==> src/rtl/me_pkg.sv <==
package me_pkg;

    // Control phases of one search
    typedef enum logic [1:0] {
        ST_IDLE  = 2'd0,
        ST_LOAD  = 2'd1,
        ST_SCAN  = 2'd2,
        ST_DRAIN = 2'd3
    } me_state_e;

endpackage

==> src/rtl/me_cur_buf.sv <==
// Register array holding the current block, written once per search.
module me_cur_buf #(
    parameter int NPIX  = 256,
    parameter int PIX_W = 8,
    parameter int IW    = $clog2(NPIX)
) (
    input  logic             clk,
    input  logic             rst_n,
    input  logic             wr_en,
    input  logic [IW-1:0]    wr_idx,
    input  logic [PIX_W-1:0] wr_data,
    input  logic [IW-1:0]    rd_idx,
    output logic [PIX_W-1:0] rd_data
);

    logic [PIX_W-1:0] pix_q [NPIX];

    for (genvar g = 0; g < NPIX; g++) begin : g_pix
        logic [PIX_W-1:0] pix_d;
        always_comb begin
            pix_d = pix_q[g];
            if (wr_en && (wr_idx == IW'(g))) begin
                pix_d = wr_data;
            end
        end
        always_ff @(posedge clk or negedge rst_n) begin
            if (!rst_n) pix_q[g] <= '0;
            else        pix_q[g] <= pix_d;
        end
    end

    assign rd_data = pix_q[rd_idx];

endmodule

==> src/rtl/me_sad_acc.sv <==
// Absolute difference and running sum for one candidate.
module me_sad_acc #(
    parameter int PIX_W = 8,
    parameter int SW    = 16
) (
    input  logic             clk,
    input  logic             rst_n,
    input  logic             en,
    input  logic             first,
    input  logic [PIX_W-1:0] pix_a,
    input  logic [PIX_W-1:0] pix_b,
    output logic [SW-1:0]    sum
);

    logic [SW-1:0]    acc_d, acc_q;
    logic [PIX_W-1:0] diff;
    logic [SW-1:0]    base;

    always_comb begin
        diff  = (pix_a > pix_b) ? (pix_a - pix_b) : (pix_b - pix_a);
        base  = first ? '0 : acc_q;
        sum   = base + SW'(diff);
        acc_d = en ? sum : acc_q;
    end

    always_ff @(posedge clk or negedge rst_n) begin
        if (!rst_n) acc_q <= '0;
        else        acc_q <= acc_d;
    end

endmodule

==> src/rtl/me_best_track.sv <==
// Keeps the lowest score and its position; strict compare keeps the earliest.
module me_best_track #(
    parameter int SW = 16,
    parameter int XW = 6,
    parameter int YW = 6
) (
    input  logic          clk,
    input  logic          rst_n,
    input  logic          clr,
    input  logic          upd,
    input  logic [SW-1:0] cand_sad,
    input  logic [XW-1:0] cand_x,
    input  logic [YW-1:0] cand_y,
    output logic [SW-1:0] nxt_sad,
    output logic [XW-1:0] nxt_x,
    output logic [YW-1:0] nxt_y
);

    typedef struct packed {
        logic          have;
        logic [SW-1:0] sad;
        logic [XW-1:0] x;
        logic [YW-1:0] y;
    } best_t;

    best_t b_d, b_q;

    always_comb begin
        b_d = b_q;
        if (clr) begin
            b_d.have = 1'b0;
        end else if (upd && (!b_q.have || (cand_sad < b_q.sad))) begin
            b_d.have = 1'b1;
            b_d.sad  = cand_sad;
            b_d.x    = cand_x;
            b_d.y    = cand_y;
        end
        nxt_sad = b_d.sad;
        nxt_x   = b_d.x;
        nxt_y   = b_d.y;
    end

    always_ff @(posedge clk or negedge rst_n) begin
        if (!rst_n) b_q <= '0;
        else        b_q <= b_d;
    end

endmodule

==> src/rtl/me_fullsearch.sv <==
module me_fullsearch
    import me_pkg::*;
#(
    parameter int BLK   = 16,
    parameter int RANGE = 8,
    parameter int PIX_W = 8,
    parameter int FRM_W = 64,
    parameter int FRM_H = 64,
    parameter int XW    = $clog2(FRM_W),
    parameter int YW    = $clog2(FRM_H),
    parameter int AW    = $clog2(FRM_W * FRM_H),
    parameter int SW    = PIX_W + $clog2(BLK * BLK),
    parameter int MVW   = $clog2(RANGE + 1) + 1
) (
    input  logic                  clk,
    input  logic                  rst_n,
    input  logic                  start,
    input  logic [XW-1:0]         start_x,
    input  logic [YW-1:0]         start_y,
    output logic                  busy,
    output logic                  cur_rd,
    output logic [AW-1:0]         cur_addr,
    input  logic [PIX_W-1:0]      cur_data,
    output logic                  ref_rd,
    output logic [AW-1:0]         ref_addr,
    input  logic [PIX_W-1:0]      ref_data,
    output logic                  done,
    output logic signed [MVW-1:0] mv_x,
    output logic signed [MVW-1:0] mv_y,
    output logic [SW-1:0]         min_sad
);

    localparam int NPIX  = BLK * BLK;
    localparam int NW    = $clog2(NPIX);
    localparam int BW    = $clog2(BLK);
    localparam int MAX_X = FRM_W - BLK;
    localparam int MAX_Y = FRM_H - BLK;

    typedef struct packed {
        me_state_e      st;
        logic [XW-1:0]  x0, lox, hix, cx;
        logic [YW-1:0]  y0, loy, hiy, cy;
        logic [BW-1:0]  px, py;
        logic [NW-1:0]  pidx;
        // read-return stage, aligned with memory data
        logic           pv, pref, plast, pfinal;
        logic [NW-1:0]  pidx_p;
        logic [XW-1:0]  pcx;
        logic [YW-1:0]  pcy;
        // results
        logic           done;
        logic [MVW-1:0] mvx, mvy;
        logic [SW-1:0]  sad;
    } regs_t;

    regs_t r_d, r_q;

    logic             accept;
    logic             last_pix, last_cand, fin;
    logic [BW-1:0]    nxt_px, nxt_py;
    logic [NW-1:0]    nxt_pidx;
    int               lo_x_c, hi_x_c, lo_y_c, hi_y_c;
    int               cur_lin, ref_lin;
    logic [PIX_W-1:0] cur_pix;
    logic [SW-1:0]    sad_sum;
    logic [SW-1:0]    best_sad;
    logic [XW-1:0]    best_x;
    logic [YW-1:0]    best_y;

    // Window bounds, clipped to the frame
    always_comb begin
        lo_x_c = int'(start_x) - RANGE;
        hi_x_c = int'(start_x) + RANGE;
        lo_y_c = int'(start_y) - RANGE;
        hi_y_c = int'(start_y) + RANGE;
        if (lo_x_c < 0)     lo_x_c = 0;
        if (lo_y_c < 0)     lo_y_c = 0;
        if (hi_x_c > MAX_X) hi_x_c = MAX_X;
        if (hi_y_c > MAX_Y) hi_y_c = MAX_Y;
    end

    // Pixel walk inside the block
    always_comb begin
        last_pix  = (r_q.px == BW'(BLK - 1)) && (r_q.py == BW'(BLK - 1));
        last_cand = (r_q.cx == r_q.hix) && (r_q.cy == r_q.hiy);
        if (last_pix) begin
            nxt_px   = '0;
            nxt_py   = '0;
            nxt_pidx = '0;
        end else if (r_q.px == BW'(BLK - 1)) begin
            nxt_px   = '0;
            nxt_py   = r_q.py + BW'(1);
            nxt_pidx = r_q.pidx + NW'(1);
        end else begin
            nxt_px   = r_q.px + BW'(1);
            nxt_py   = r_q.py;
            nxt_pidx = r_q.pidx + NW'(1);
        end
        cur_lin = (int'(r_q.y0) + int'(r_q.py)) * FRM_W + int'(r_q.x0) + int'(r_q.px);
        ref_lin = (int'(r_q.cy) + int'(r_q.py)) * FRM_W + int'(r_q.cx) + int'(r_q.px);
        fin     = r_q.pv && r_q.pref && r_q.plast && r_q.pfinal;
    end

    always_comb begin
        r_d      = r_q;
        r_d.done = 1'b0;
        r_d.pv   = 1'b0;
        accept   = 1'b0;
        case (r_q.st)
            ST_IDLE: begin
                if (start) begin
                    accept   = 1'b1;
                    r_d.st   = ST_LOAD;
                    r_d.x0   = start_x;
                    r_d.y0   = start_y;
                    r_d.lox  = XW'(lo_x_c);
                    r_d.hix  = XW'(hi_x_c);
                    r_d.loy  = YW'(lo_y_c);
                    r_d.hiy  = YW'(hi_y_c);
                    r_d.px   = '0;
                    r_d.py   = '0;
                    r_d.pidx = '0;
                end
            end
            ST_LOAD: begin
                r_d.pv     = 1'b1;
                r_d.pref   = 1'b0;
                r_d.pidx_p = r_q.pidx;
                r_d.plast  = last_pix;
                r_d.pfinal = 1'b0;
                r_d.px     = nxt_px;
                r_d.py     = nxt_py;
                r_d.pidx   = nxt_pidx;
                if (last_pix) begin
                    r_d.cx = r_q.lox;
                    r_d.cy = r_q.loy;
                    r_d.st = ST_SCAN;
                end
            end
            ST_SCAN: begin
                r_d.pv     = 1'b1;
                r_d.pref   = 1'b1;
                r_d.pidx_p = r_q.pidx;
                r_d.plast  = last_pix;
                r_d.pfinal = last_cand;
                r_d.pcx    = r_q.cx;
                r_d.pcy    = r_q.cy;
                r_d.px     = nxt_px;
                r_d.py     = nxt_py;
                r_d.pidx   = nxt_pidx;
                if (last_pix) begin
                    if (last_cand) begin
                        r_d.st = ST_DRAIN;
                    end else if (r_q.cx == r_q.hix) begin
                        r_d.cx = r_q.lox;
                        r_d.cy = r_q.cy + YW'(1);
                    end else begin
                        r_d.cx = r_q.cx + XW'(1);
                    end
                end
            end
            ST_DRAIN: begin
                r_d.st = ST_DRAIN;
            end
            default: r_d.st = ST_IDLE;
        endcase
        // Last score of the last candidate arrives: publish the result
        if (fin) begin
            r_d.st   = ST_IDLE;
            r_d.done = 1'b1;
            r_d.sad  = best_sad;
            r_d.mvx  = MVW'(int'(best_x) - int'(r_q.x0));
            r_d.mvy  = MVW'(int'(best_y) - int'(r_q.y0));
        end
    end

    always_ff @(posedge clk or negedge rst_n) begin
        if (!rst_n) r_q <= '0;
        else        r_q <= r_d;
    end

    me_cur_buf #(
        .NPIX (NPIX),
        .PIX_W(PIX_W),
        .IW   (NW)
    ) u_cur_buf (
        .clk    (clk),
        .rst_n  (rst_n),
        .wr_en  (r_q.pv && !r_q.pref),
        .wr_idx (r_q.pidx_p),
        .wr_data(cur_data),
        .rd_idx (r_q.pidx_p),
        .rd_data(cur_pix)
    );

    me_sad_acc #(
        .PIX_W(PIX_W),
        .SW   (SW)
    ) u_sad (
        .clk  (clk),
        .rst_n(rst_n),
        .en   (r_q.pv && r_q.pref),
        .first(r_q.pidx_p == '0),
        .pix_a(ref_data),
        .pix_b(cur_pix),
        .sum  (sad_sum)
    );

    me_best_track #(
        .SW(SW),
        .XW(XW),
        .YW(YW)
    ) u_best (
        .clk     (clk),
        .rst_n   (rst_n),
        .clr     (accept),
        .upd     (r_q.pv && r_q.pref && r_q.plast),
        .cand_sad(sad_sum),
        .cand_x  (r_q.pcx),
        .cand_y  (r_q.pcy),
        .nxt_sad (best_sad),
        .nxt_x   (best_x),
        .nxt_y   (best_y)
    );

    assign busy     = (r_q.st != ST_IDLE);
    assign cur_rd   = (r_q.st == ST_LOAD);
    assign ref_rd   = (r_q.st == ST_SCAN);
    assign cur_addr = AW'(cur_lin);
    assign ref_addr = AW'(ref_lin);
    assign done     = r_q.done;
    assign mv_x     = r_q.mvx;
    assign mv_y     = r_q.mvy;
    assign min_sad  = r_q.sad;

endmodule

==> config.mk <==
export PLATFORM = sky130hd
export DESIGN_NAME = me_fullsearch
export DESIGN_NICKNAME = d
export VERILOG_FILES = /design/src/rtl/me_pkg.sv /design/src/rtl/me_cur_buf.sv /design/src/rtl/me_sad_acc.sv /design/src/rtl/me_best_track.sv /design/src/rtl/me_fullsearch.sv
export SDC_FILE = /design/constraint.sdc
export NUM_CORES = 2
export LEC_CHECK = 0
export BUFFER_PORTS_ARGS = -buffer_cell sky130_fd_sc_hd__buf_2
export CORE_AREA = 10 10 443 445
export CTS_CLUSTER_DIAMETER = 150
export DETAILED_ROUTE_END_ITERATION = 10
export DIE_AREA = 0 0 453 455
export PLACE_DENSITY = 0.7
export SYNTH_ARGS = -nofsm -noshare
export SYNTH_HDL_FRONTEND = slang
export SYNTH_SLANG_ARGS = --single-unit
==> constraint.sdc <==
create_clock -name clk -period 16.4 [get_ports clk]
set_input_delay 3.28 -clock clk [delete_from_list [all_inputs] [get_ports clk]]
set_output_delay 3.28 -clock clk [all_outputs]
set_load 0.01 [all_outputs]
==> reports/results.md <==
- **outcome** finished clean
- **number of hold-slack violations in the final timing report** 0
- **share of post-route cells with drive strength above 1** 48.3%
- **routed wire length per instance** 28.8 µm
- **Setup Buffers After CTS** 0
- **max-capacitance violation count** 0
- **Clock Skews** 0.0495 ns
- **Slew Limit Headroom** 4.09%
- **area delta synth->final** 10.0%
- **Mapped Nets** 6864
- **CP Capture Type** flip-flop
- **Tmin final** 12.82 ns
- **unrepaired setup endpoints after global routing** no
- **vias after detailed routing** 60201
- **Max Fclk** 0.0780 GHz
- **number of port buffers** 84
- **layout filler cell count** 13992
- **number of sinks on the clock net** 2206
- **1st-iter DRT viols** 5172
- **data arrival at the endpoint of the critical path** 13.56 ns
- **H-tree levels** 4
- **Std-Cell Core Area** 187000 µm²
- **sequential area share after synthesis** 53.9%
- **DRC Markers** 0
- **number of placement rows** 159
- **number of instances in the synthesized netlist** 6748
- **half-perimeter wire length after detailed placement** 169000 µm
- **worst hold path class** flip-flop to flip-flop
- **Routed WL** 269000 µm
- **largest stage delay on the critical path** 1.06 ns
- **clock root buffer** sky130_fd_sc_hd__clkbuf_16
- **Setup crit start kind** flip-flop
- **mean instance size in the synthesized netlist** 15.2 µm²
- **floorplan die area** 206000 µm²
- **number of antenna violations at the first check in global routing** 10
- **global placer's final weighted congestion** 0.909
- **number of buffers inserted by hold repair at cts** 0
- **proportion of register bits with asynchronous set or reset after synthesis** 100%
- **aggregate global-route resource usage** 26.1%
- **power density over the cells** 129 nW/µm²
- **leading cell types by total area after synthesis** sky130_fd_sc_hd__dfrtp_1 54%, sky130_fd_sc_hd__mux2_2 23%, sky130_fd_sc_hd__mux4_2 12%
- **total buffers and inverters traversed by the critical path** 3
- **via density per instance** 6.43
- **prevailing post-synth register cell** sky130_fd_sc_hd__dfrtp_1
- **Netlist Area Pre-Place** 102000 µm²
- **most frequent cell after synthesis** sky130_fd_sc_hd__dfrtp_1
- **count of nets left with antenna violations after detail routing** 0
- **post-CTS resize count** 0
- **net count reported at finish** 6782
- **Worst-Skew Late Latency** 0.87 ns
- **worst-path fanout max** 50
- **Synthesis Warnings** 0
- **vias in the first global route** 62755
- **Setup CP Type** flip-flop to flip-flop
- **count of cell types in the netlist** 66
- **total negative setup slack** 0 ns
- **first-pass GRT wire length** 410000 µm
- **portion of synthesized cell area occupied by the leading cell type** 53.9%
- **Worst IR Drop VDD** 0.131 mV
- **Max Root-Sink Buffers** 3
- **final max-slew violation count** 0
- **total leakage power** 47.7 nW
- **Post-synth EDFFs** 0
- **required time reported for the critical path endpoint** 17.15 ns
- **ports placed on the boundary** 85
- **cell type with the highest aggregate area in the netlist** sky130_fd_sc_hd__dfrtp_1
- **commonest cells in the netlist** 2206 x sky130_fd_sc_hd__dfrtp_1, 2108 x sky130_fd_sc_hd__mux2_2, 564 x sky130_fd_sc_hd__mux4_2, 357 x sky130_fd_sc_hd__clkbuf_1, 315 x sky130_fd_sc_hd__nand2_1
- **number of iterations in the first detailed-routing pass** 6
- **Initial Util** 54.7%
- **clock buffers created by TritonCTS** 225
- **CTS tree** done
- **core utilization of the finished layout** 60.2%
- **count of state elements after synthesis** 2206
- **Largest delay share family, worst path** compound AO/OA/AOI/OAI gates
- **setup-violating endpoint count in the final report** 0
- **horizontal die dimension** 453 µm
- **global route overflow** 0
- **Slew @ Worst Pin** 1.43 ns
- **register clock-pin slew on the reported worst setup and hold paths** 0.06 ns
- **crit path max-delay cell type** sky130_fd_sc_hd__dfrtp_4
- **die extent in y** 455 µm
- **final critical-path share of the clock period** 78.1%
- **pin count of the biggest net entering global routing** 166
[worst min-delay path, delay by kind of cell (launching register included)]
family	cells	cell delay, ns
flops	1	0.34
compound gates	1	0.06
simple gates	1	0.04
[cells by family (layout without fill, tap and decap cells)]
family / count (synthesis) / count (layout) / share of synthesized area, %
adder cells (fa/ha/maj): 85 / 85 / 1.10
AND/OR/NAND/NOR: 665 / 665 / 2.99
XOR/XNOR: 64 / 64 / 0.547
flip-flops: 2206 / 2206 / 53.9
other: 0 / 4 / 0
buffers and inverters: 576 / 688 / 2.53
AO/OA/AOI/OAI: 438 / 438 / 2.96
multiplexers: 2714 / 2714 / 36.0
[metal layers]
| metal | part of all wire, % | GRT usage (%) | vias up | wire length [µm] |
|---|---|---|---|---|
| met5 | 0.020 | 0 | - | 55 |
| met2 | 47 | 40.4 | 1892 | 126000 |
| met1 | 43 | 36.3 | 32713 | 115000 |
| met4 | 3.9 | 9.84 | 8 | 10600 |
| li1 | - | - | 25018 | - |
| met3 | 6.9 | 5.75 | 570 | 18700 |
[power breakdown]
part	total (W)	switching (W)	internal [W]
Combinational	0.00319	0.00176	0.00143
Clock	0.00530	0.00221	0.00309
Sequential	0.00601	0.000247	0.00576
Total	0.0145	0.00422	0.0103
[stage by stage]
| step | hold WS (ns) | cell area [µm²] | total power [W] | setup WS, ns | instances |
|---|---|---|---|---|---|
| after global routing | 0.505 | 113000 | 0.0151 | 3.16 | 9356 |
| after CTS | 0.477 | 113000 | 0.0146 | 3.75 | 9355 |
| final | 0.480 | 113000 | 0.0145 | 3.58 | 9359 |
| after detailed placement | 0.463 | 105000 | 0.00928 | 3.85 | 8934 |
| after global placement | 0.456 | 105000 | 0.00921 | 3.89 | 8934 |
| after floorplan | 0.442 | 102000 | 0.00824 | 6.01 | 6748 |
[layout make-up]
type                            instances  area, µm²  share of cell area, %
Clock inverter                         60        927                  0.823
Multi-Input combinational cell       3966      44800                   39.7
Tap cell                             2495       3120                   2.77
Clock buffer                          361       6850                   6.08
Timing Repair Buffer                  195       1540                   1.37
Antenna cell                            4       10.0                0.00888
Inverter                               72        270                  0.240
Sequential cell                      2206      55200                   49.0
[path summary, 6_finish.rpt]
check | from | end | slack, ns | cells after the start
max | r_q[40] | mv_y[4] | 3.58 | 37
max in group asynchronous | rst_n | u_cur_buf.pix_q[774] | 10.71 | 4
min reg2reg | r_q[81] | r_q[81] | 0.48 | 2
max reg2reg | r_q[40] | mv_y[4] | 3.58 | 37
min in group asynchronous | rst_n | u_cur_buf.pix_q[1367] | 2.43 | 1
min | r_q[81] | r_q[81] | 0.48 | 2
[cell usage in the layout (no fill, tap or decap), types with 13 or more instances in the layout]
cell type	count
sky130_fd_sc_hd__and3_1	17
sky130_fd_sc_hd__ha_1	76
sky130_fd_sc_hd__nand2_1	310
sky130_fd_sc_hd__a31oi_1	13
sky130_fd_sc_hd__clkbuf_8	76
sky130_fd_sc_hd__dfrtp_1	2202
sky130_fd_sc_hd__inv_1	70
sky130_fd_sc_hd__buf_4	95
sky130_fd_sc_hd__nor3_1	23
sky130_fd_sc_hd__mux2_2	2108
sky130_fd_sc_hd__nand3_1	45
sky130_fd_sc_hd__buf_2	75
sky130_fd_sc_hd__a22oi_1	80
sky130_fd_sc_hd__clkinv_2	29
sky130_fd_sc_hd__xnor2_1	34
sky130_fd_sc_hd__clkbuf_1	66
sky130_fd_sc_hd__and2_1	17
sky130_fd_sc_hd__nor2_1	92
sky130_fd_sc_hd__nor2b_1	14
sky130_fd_sc_hd__xor2_1	30
sky130_fd_sc_hd__mux4_2	564
sky130_fd_sc_hd__a21oi_1	74
sky130_fd_sc_hd__nor2_4	13
sky130_fd_sc_hd__a22o_1	48
sky130_fd_sc_hd__o21ai_0	78
sky130_fd_sc_hd__nor2_2	44
sky130_fd_sc_hd__mux2i_1	39
sky130_fd_sc_hd__a21o_1	20
sky130_fd_sc_hd__a221oi_1	40
sky130_fd_sc_hd__o22ai_1	23
sky130_fd_sc_hd__buf_12	17
sky130_fd_sc_hd__nand4_1	21
sky130_fd_sc_hd__clkbuf_16	226
sky130_fd_sc_hd__bufinv_16	14
[flip-flops by register name, indices dropped and copies added (netlist names)]
name             cells
mv_x                 5
done                 1
u_cur_buf.pix_q   2048
min_sad             16
u_best.b_q          27
u_sad.acc_q         16
mv_y                 5
r_q                 88
Note: power is estimated with default switching activity, not from simulation.
